[src/rtl/rxq_pkg.sv]
package rxq_pkg;

  // Trigger level with zero promoted to one.
  function automatic int eff_trigger(input int lvl);
    return (lvl == 0) ? 1 : lvl;
  endfunction

  // Stored word: {err, ovr_tag, brk, ferr, perr, data}.
  function automatic logic [12:0] pack_word(input logic [7:0] d, input logic perr,
                                            input logic ferr, input logic brk,
                                            input logic tag);
    return {(perr | ferr | brk | tag), tag, brk, ferr, perr, d};
  endfunction

endpackage

[src/rtl/rxq_store.sv]
module rxq_store #(
  parameter int DEPTH  = 32,
  parameter int WORD_W = 13,
  localparam int CNT_W = $clog2(DEPTH + 1),
  localparam int PTR_W = $clog2(DEPTH)
) (
  input  logic              clk,
  input  logic              rst_n,
  input  logic              wr_en,
  input  logic [WORD_W-1:0] wr_word,
  input  logic              rd_en,
  output logic [WORD_W-1:0] head,
  output logic [CNT_W-1:0]  count
);
  logic [WORD_W-1:0] mem [DEPTH];
  logic [PTR_W-1:0]  wr_ptr, rd_ptr;

  function automatic logic [PTR_W-1:0] bump(input logic [PTR_W-1:0] p);
    return (p == PTR_W'(DEPTH - 1)) ? '0 : p + 1'b1;
  endfunction

  always_ff @(posedge clk) begin
    if (wr_en) mem[wr_ptr] <= wr_word;
  end

  always_ff @(posedge clk or negedge rst_n) begin
    if (!rst_n) begin
      wr_ptr <= '0;
      rd_ptr <= '0;
      count  <= '0;
    end else begin
      if (wr_en) wr_ptr <= bump(wr_ptr);
      if (rd_en) rd_ptr <= bump(rd_ptr);
      count <= count + CNT_W'(wr_en) - CNT_W'(rd_en);
    end
  end

  assign head = mem[rd_ptr];

  AST_NO_OVERFLOW: assert property (@(posedge clk) disable iff (!rst_n)
    wr_en && !rd_en |-> count < CNT_W'(DEPTH));
  AST_NO_UNDERFLOW: assert property (@(posedge clk) disable iff (!rst_n)
    rd_en |-> count != '0);
endmodule

[src/rtl/rxq_age.sv]
module rxq_age #(
  parameter int LIMIT = 80,
  localparam int CW = $clog2(LIMIT + 1)
) (
  input  logic clk,
  input  logic rst_n,
  input  logic restart,
  input  logic armed,
  input  logic tick,
  output logic hit
);
  logic [CW-1:0] ticks;
  logic          spent;

  assign hit = armed && !restart && tick && !spent && (ticks == CW'(LIMIT - 1));

  always_ff @(posedge clk or negedge rst_n) begin
    if (!rst_n) begin
      ticks <= '0;
      spent <= 1'b0;
    end else if (restart || !armed) begin
      ticks <= '0;
      spent <= 1'b0;
    end else if (hit) begin
      ticks <= '0;
      spent <= 1'b1;
    end else if (tick && !spent) begin
      ticks <= ticks + 1'b1;
    end
  end

  AST_AGE_ONLY_ARMED: assert property (@(posedge clk) disable iff (!rst_n)
    hit |-> armed && !restart);
  AST_AGE_ONE_SHOT: assert property (@(posedge clk) disable iff (!rst_n)
    hit |=> !hit);
endmodule

[src/rtl/rx_char_queue.sv]
module rx_char_queue
  import rxq_pkg::*;
#(
  parameter int DEPTH        = 32,
  parameter int CHAR_W       = 8,
  parameter int TL_W         = 6,
  parameter int BITS_PER_CHR = 10,
  parameter int AGE_CHARS    = 8
) (
  input  logic              clk,
  input  logic              rst_n,
  input  logic              rx_en,
  input  logic              push_vld,
  input  logic [CHAR_W-1:0] push_data,
  input  logic              push_perr,
  input  logic              push_ferr,
  input  logic              push_brk,
  input  logic              pop_req,
  output logic [CHAR_W+5:0] pop_word,
  input  logic [TL_W-1:0]   trig_lvl,
  input  logic              baud_tick,
  input  logic              ien_ready,
  input  logic              ien_age,
  input  logic              ien_ovr,
  input  logic              ien_drdy,
  input  logic              clr_ovr,
  input  logic              clr_brk,
  input  logic              clr_age,
  output logic              rx_ready,
  output logic              data_ready,
  output logic              fifo_empty,
  output logic              sts_ovr,
  output logic              sts_brk,
  output logic              sts_age,
  output logic              irq
);
  localparam int WORD_W = CHAR_W + 5;
  localparam int CNT_W  = $clog2(DEPTH + 1);
  localparam int AGE_LIM = BITS_PER_CHR * AGE_CHARS;

  // Named internal events
  logic [CNT_W-1:0]  q_cnt, cnt_after_pop, cnt_next;
  logic [WORD_W-1:0] q_head, new_word;
  logic pop_ok, push_ev, push_acc, ovr_ev, tag_ev, brk_ev, age_hit, age_armed;
  logic ready_next;

  assign pop_ok        = pop_req && (q_cnt != '0);
  assign cnt_after_pop = q_cnt - CNT_W'(pop_ok);
  assign push_ev       = push_vld && rx_en;
  assign push_acc      = push_ev && (cnt_after_pop != CNT_W'(DEPTH));
  assign ovr_ev        = push_ev && (cnt_after_pop == CNT_W'(DEPTH));
  assign tag_ev        = push_acc && (cnt_after_pop == CNT_W'(DEPTH - 1));
  assign brk_ev        = push_ev && push_brk;
  assign cnt_next      = cnt_after_pop + CNT_W'(push_acc);
  assign new_word      = pack_word(push_data, push_perr, push_ferr, push_brk, tag_ev);

  rxq_store #(.DEPTH(DEPTH), .WORD_W(WORD_W)) u_store (
    .clk(clk), .rst_n(rst_n), .wr_en(push_acc), .wr_word(new_word),
    .rd_en(pop_ok), .head(q_head), .count(q_cnt)
  );

  assign pop_word = pop_ok ? {1'b1, q_head} : '0;

  // Ready changes only on store or read events
  always_comb begin
    ready_next = rx_ready;
    if (int'(cnt_next) >= eff_trigger(int'(trig_lvl))) begin
      if (push_acc) ready_next = 1'b1;
    end else begin
      if (pop_ok) ready_next = 1'b0;
    end
  end

  assign age_armed = (q_cnt != '0) && !rx_ready;

  rxq_age #(.LIMIT(AGE_LIM)) u_age (
    .clk(clk), .rst_n(rst_n), .restart(push_ev || pop_ok), .armed(age_armed),
    .tick(baud_tick), .hit(age_hit)
  );

  always_ff @(posedge clk or negedge rst_n) begin
    if (!rst_n) begin
      rx_ready <= 1'b0;
      sts_ovr  <= 1'b0;
      sts_brk  <= 1'b0;
      sts_age  <= 1'b0;
    end else begin
      rx_ready <= ready_next;
      sts_ovr  <= ovr_ev  || (sts_ovr && !clr_ovr);
      sts_brk  <= brk_ev  || (sts_brk && !clr_brk);
      sts_age  <= age_hit || (sts_age && !clr_age);
    end
  end

  assign data_ready = (q_cnt != '0);
  assign fifo_empty = (q_cnt == '0);
  assign irq = (rx_ready && ien_ready) || (sts_age && ien_age) ||
               (sts_ovr && ien_ovr) || (data_ready && ien_drdy);

  AST_READY_RISE: assert property (@(posedge clk) disable iff (!rst_n)
    $rose(rx_ready) |-> $past(push_acc));
  AST_READY_FALL: assert property (@(posedge clk) disable iff (!rst_n)
    $fell(rx_ready) |-> $past(pop_ok));
  AST_OVR_STICKY: assert property (@(posedge clk) disable iff (!rst_n)
    sts_ovr && !clr_ovr |=> sts_ovr);
  AST_OVR_CAUSE: assert property (@(posedge clk) disable iff (!rst_n)
    $rose(sts_ovr) |-> $past(push_vld && rx_en));
  AST_DISABLED_QUIET: assert property (@(posedge clk) disable iff (!rst_n)
    !rx_en && !pop_req |=> $stable(q_cnt));
  AST_AGE_CAUSE: assert property (@(posedge clk) disable iff (!rst_n)
    $rose(sts_age) |-> $past(age_armed && baud_tick));
endmodule

[config.mk]
export PLATFORM = sky130hd
export DESIGN_NAME = rx_char_queue
export DESIGN_NICKNAME = d
export VERILOG_FILES = /design/src/rtl/rxq_pkg.sv /design/src/rtl/rxq_store.sv /design/src/rtl/rxq_age.sv /design/src/rtl/rx_char_queue.sv
export SDC_FILE = /design/constraint.sdc
export NUM_CORES = 1
export LEC_CHECK = 0
export ABC_CLOCK_PERIOD_IN_PS = 6500
export BUFFER_PORTS_ARGS = -buffer_cell sky130_fd_sc_hd__clkbuf_2
export CELL_PAD_IN_SITES_DETAIL_PLACEMENT = 1
export CELL_PAD_IN_SITES_GLOBAL_PLACEMENT = 2
export CORE_AREA = 2 2 180 218
export DETAILED_ROUTE_END_ITERATION = 7
export DIE_AREA = 0 0 182 220
export PLACE_DENSITY = 0.87
export SLEW_MARGIN = 40
export SYNTH_ARGS = -nofsm -noshare
export SYNTH_HDL_FRONTEND = slang
export SYNTH_SLANG_ARGS = --single-unit
export TNS_END_PERCENT = 100
[constraint.sdc]
create_clock -name clk -period 6.5 [get_ports clk]
set_input_delay 0.975 -clock clk [delete_from_list [all_inputs] [get_ports clk]]
set_output_delay 0.975 -clock clk [all_outputs]
set_load 0.01 [all_outputs]
==> results.yml <==
synth:
  avgSynthCellArea_um2: 18.99
  synth_seq_cells: 444
  yosysTopAreaCellShare_pct: 69.23
  synth_top_family_by_area: "multiplexers"
  synth_area_mm2: 0.01804
  synthAdderAreaFrac_pct: 2.053
  ys_top_cells_by_area: "edfxtp_1, mux4_2, dfrtp_1"
  yosys.area.top_type: "edfxtp_1"
  synth_edf_count: 416
  synth_cell_types: 59
  synth.yosys.warnings: 0
  syn_nets: 1009
  synth_common_cells: "edfxtp_1, mux4_2, mux2i_1, a211oi_1, and3_1"
  yosysMostFrequentCell: "edfxtp_1"
  syn_inst: 950
  muxShareOfSynthArea_pct: 12.93
  ys_seq_area_share_pct: 73.12
  synth_ff_type: "edfxtp_1"
  synthSimpleGateAreaFrac_pct: 3.731
  synth_compound_area_share_pct: 5.388
  synth-async-reset-ratio_pct: 6.306
  synth_xor_area_share_pct: 0.6796
cells_and_area:
  diodes: 0
  drive_above_1_share_pct: 21.71
  fin_cells: 1518
  fin_nets: 1064
  areaGrowthSynthToFinish_pct: 11.05
drt:
  m1WireLength_um: 16640
  wl_met3_um: 2367
  vias: 9256
  met2RoutedLength_um: 21690
  antenna_left: 0
  vias_per_cell: 6.097
  drc: 0
  wl_per_cell_um: 27.79
  wirelength_um: 42180
  drt_iter0_drc: 885
  dr.pass1.iters: 5
  routed.top_layer: "met4"
critical_path:
  crit_chain: "inv_1 -> ha_1 -> nand4bb_1 -> nand2_1 -> buf_4 -> inv_1 -> ha_1 -> inv_1 -> ha_1 -> or4_4 -> o21ba_4 -> ha_1 -> inv_1 -> ha_1 -> nand2b_1 -> a211oi_1 -> o21ai_0 -> o21ai_0 -> a21bo_1"
  rr_worst_depth: 19
  cp.depth: 19
  crit_buf_inv: 5
  critPathCaptureType: "flip-flop"
  worst-endpoint-arrival_ps: 5400
  cp_top_family: "adder cells"
  required_ps: 6930
  start_kind: "flip-flop"
  crit_path_frequent_cell: "ha_1"
  crit_type: "flip-flop to flip-flop"
  critPathSlowestCell: "or4_4"
  crit_path_max_fanout: 39
  crit_path_max_incr_delay_ps: 580
clock_tree:
  cts_tree: "built"
  clock_latency_ps: 550
  cts_buffers: 41
  cts_buffer_depth: 3
  clkSinkCount: 444
  cts.htree.levels: 2
  clk_pin_slew_ps: 60
  cts_resized: 0
  cts-root-buf: "clkbuf_16"
  ctsHoldBuffers: 0
  post-cts-setup-buffers: 0
timing:
  finalCritPeriodShare_pct: 76.54
  fin_setup_tns_ps: 0
  drv_slew: 0
  fin_skew_ps: 20.59
  hold_viol: 0
  setup_violations: 0
  fmax_ghz: 0.2010
  max-slew-margin-rel_pct: 42.91
  rsz0062_at_grt: "no"
  final.min_clock_period_ps: 4975
  worst_pin_slew_ps: 851.2
global_routing:
  grtUsageTotal_pct: 21.66
  grt_pass1_vias: 9990
  grt_max_degree: 55
  grt_antenna_before_repair: 0
  grt-ovfl-total: 0
  grt_pass1_wl_um: 63450
pwr:
  p_leak_nw: 6.817
  ir_drop_mv: 0.2247
  internal-power_mw: 5.326
  power_density_mw_per_mm2: 379.4
  comb_power_share_pct: 24.1
  pwr-share-seq_pct: 45.6
  power.net_switching_mw: 2.276
  p_sw_share_pct: 29.94
  clockPowerShare_pct: 30.3
  design_power_total_mw: 7.602
flow_run:
  max_cap_violations: 0
floorplan:
  core_mm2: 0.03815
  start_util_pct: 47.29
  die_y_um: 220
  die_w_um: 182
  placementRows: 79
  die_area_mm2: 0.04004
  io_pins: 51
run_status:
  outcome: "completed"
placed_design:
  gp_congestion: 0.7934
  dpl.cell_count: 1447
  hpwl_um: 25560
  io_buffers: 50
hold_path:
  min_path_type: "input port to async pin"
[power by group through the flow]
stage               Sequential, mW  Combinational (mW)  Clock, mW
CTS                           3.47                1.85       2.33
finish                        3.47                1.83       2.30
global placement              3.53                1.74          0
detailed placement            3.53                1.83          0
global route                  3.49                1.99       2.42
floorplan                     3.36                1.35          0
[placed cells by master, fill, tap and decap left out, types with 14 or more instances in the layout]
master and count:
mux2i_1 52, and3_1 30, clkbuf_2 49, mux4_2 78
inv_1 26, dfrtp_1 25, a211oi_1 34, o22ai_1 14
edfxtp_1 416, nand2_1 21, clkbuf_16 41, nor2_1 19
ha_1 28
[sequential cells by signal, summed over array words and instances, names as in the netlist]
name,count
sts_age,1
u_age.spent,1
u_store.mem,416
rx_ready,1
sts_ovr,1
u_age.ticks,7
u_store.count,6
sts_brk,1
u_store.wr_ptr,5
u_store.rd_ptr,5
[final timing paths]
check,end,slack (ps),start
max,rx_ready,1530,u_store.count[3]
min,u_age.ticks[0],500,rst_n
max reg2reg,rx_ready,1530,u_store.count[3]
min reg2reg,u_age.ticks[3],530,u_age.ticks[3]
max in group asynchronous,u_store.rd_ptr[0],5420,rst_n
min in group clk,u_age.ticks[3],530,u_age.ticks[3]
[cells by family after synthesis]
| kind of cell | after synthesis |
|---|---|
| DFF | 444 |
| muxes | 134 |
| AOI/OAI and AO/OA | 131 |
| adders and majority gates | 29 |
| xor gates and xnor gates | 14 |
| buffers and inverters | 77 |
| and+or+nand+nor | 121 |
[worst register-to-register path, stage by stage, from the launching register on]
cell       delay, ps
dfrtp_1          420
inv_1            170
ha_1             220
nand4bb_1        270
nand2_1          150
buf_4            270
inv_1            230
ha_1             270
inv_1            100
ha_1             280
or4_4            580
o21ba_4          340
ha_1             350
inv_1             50
ha_1             270
nand2b_1         140
a211oi_1         260
o21ai_0          160
o21ai_0          150
a21bo_1          220
[through the flow]
stage	setup WS [ps]	area, um2	util, %	hold WS, ps
3_3_place_gp	1691	18750	49.13	492.7
2_1_floorplan	1447	18040	-	476.1
6_report	1525	20040	52.52	504.0
3_5_place_dp	1493	18770	49.20	518.7
4_1_cts	1484	20020	52.48	531.1
5_1_grt	1115	20040	52.52	533.7
[layer usage]
layer | vias up | GRT usage (%)
met4 | 0 | 8.629
met2 | 336 | 37.71
met1 | 4862 | 27.88
li1 | 3981 | -
met3 | 77 | 2.694
met5 | - | 0
[layout make-up]
class,instances,area [um2]
clock buffer,53,1091
clock inverter,17,161.4
fill,3418,18120
inverter,26,97.59
multi-input combinational,429,4489
sequential,444,13200
tap,486,608.1
timing repair buffer,63,389.1
Power figures use the tool's default switching activity.
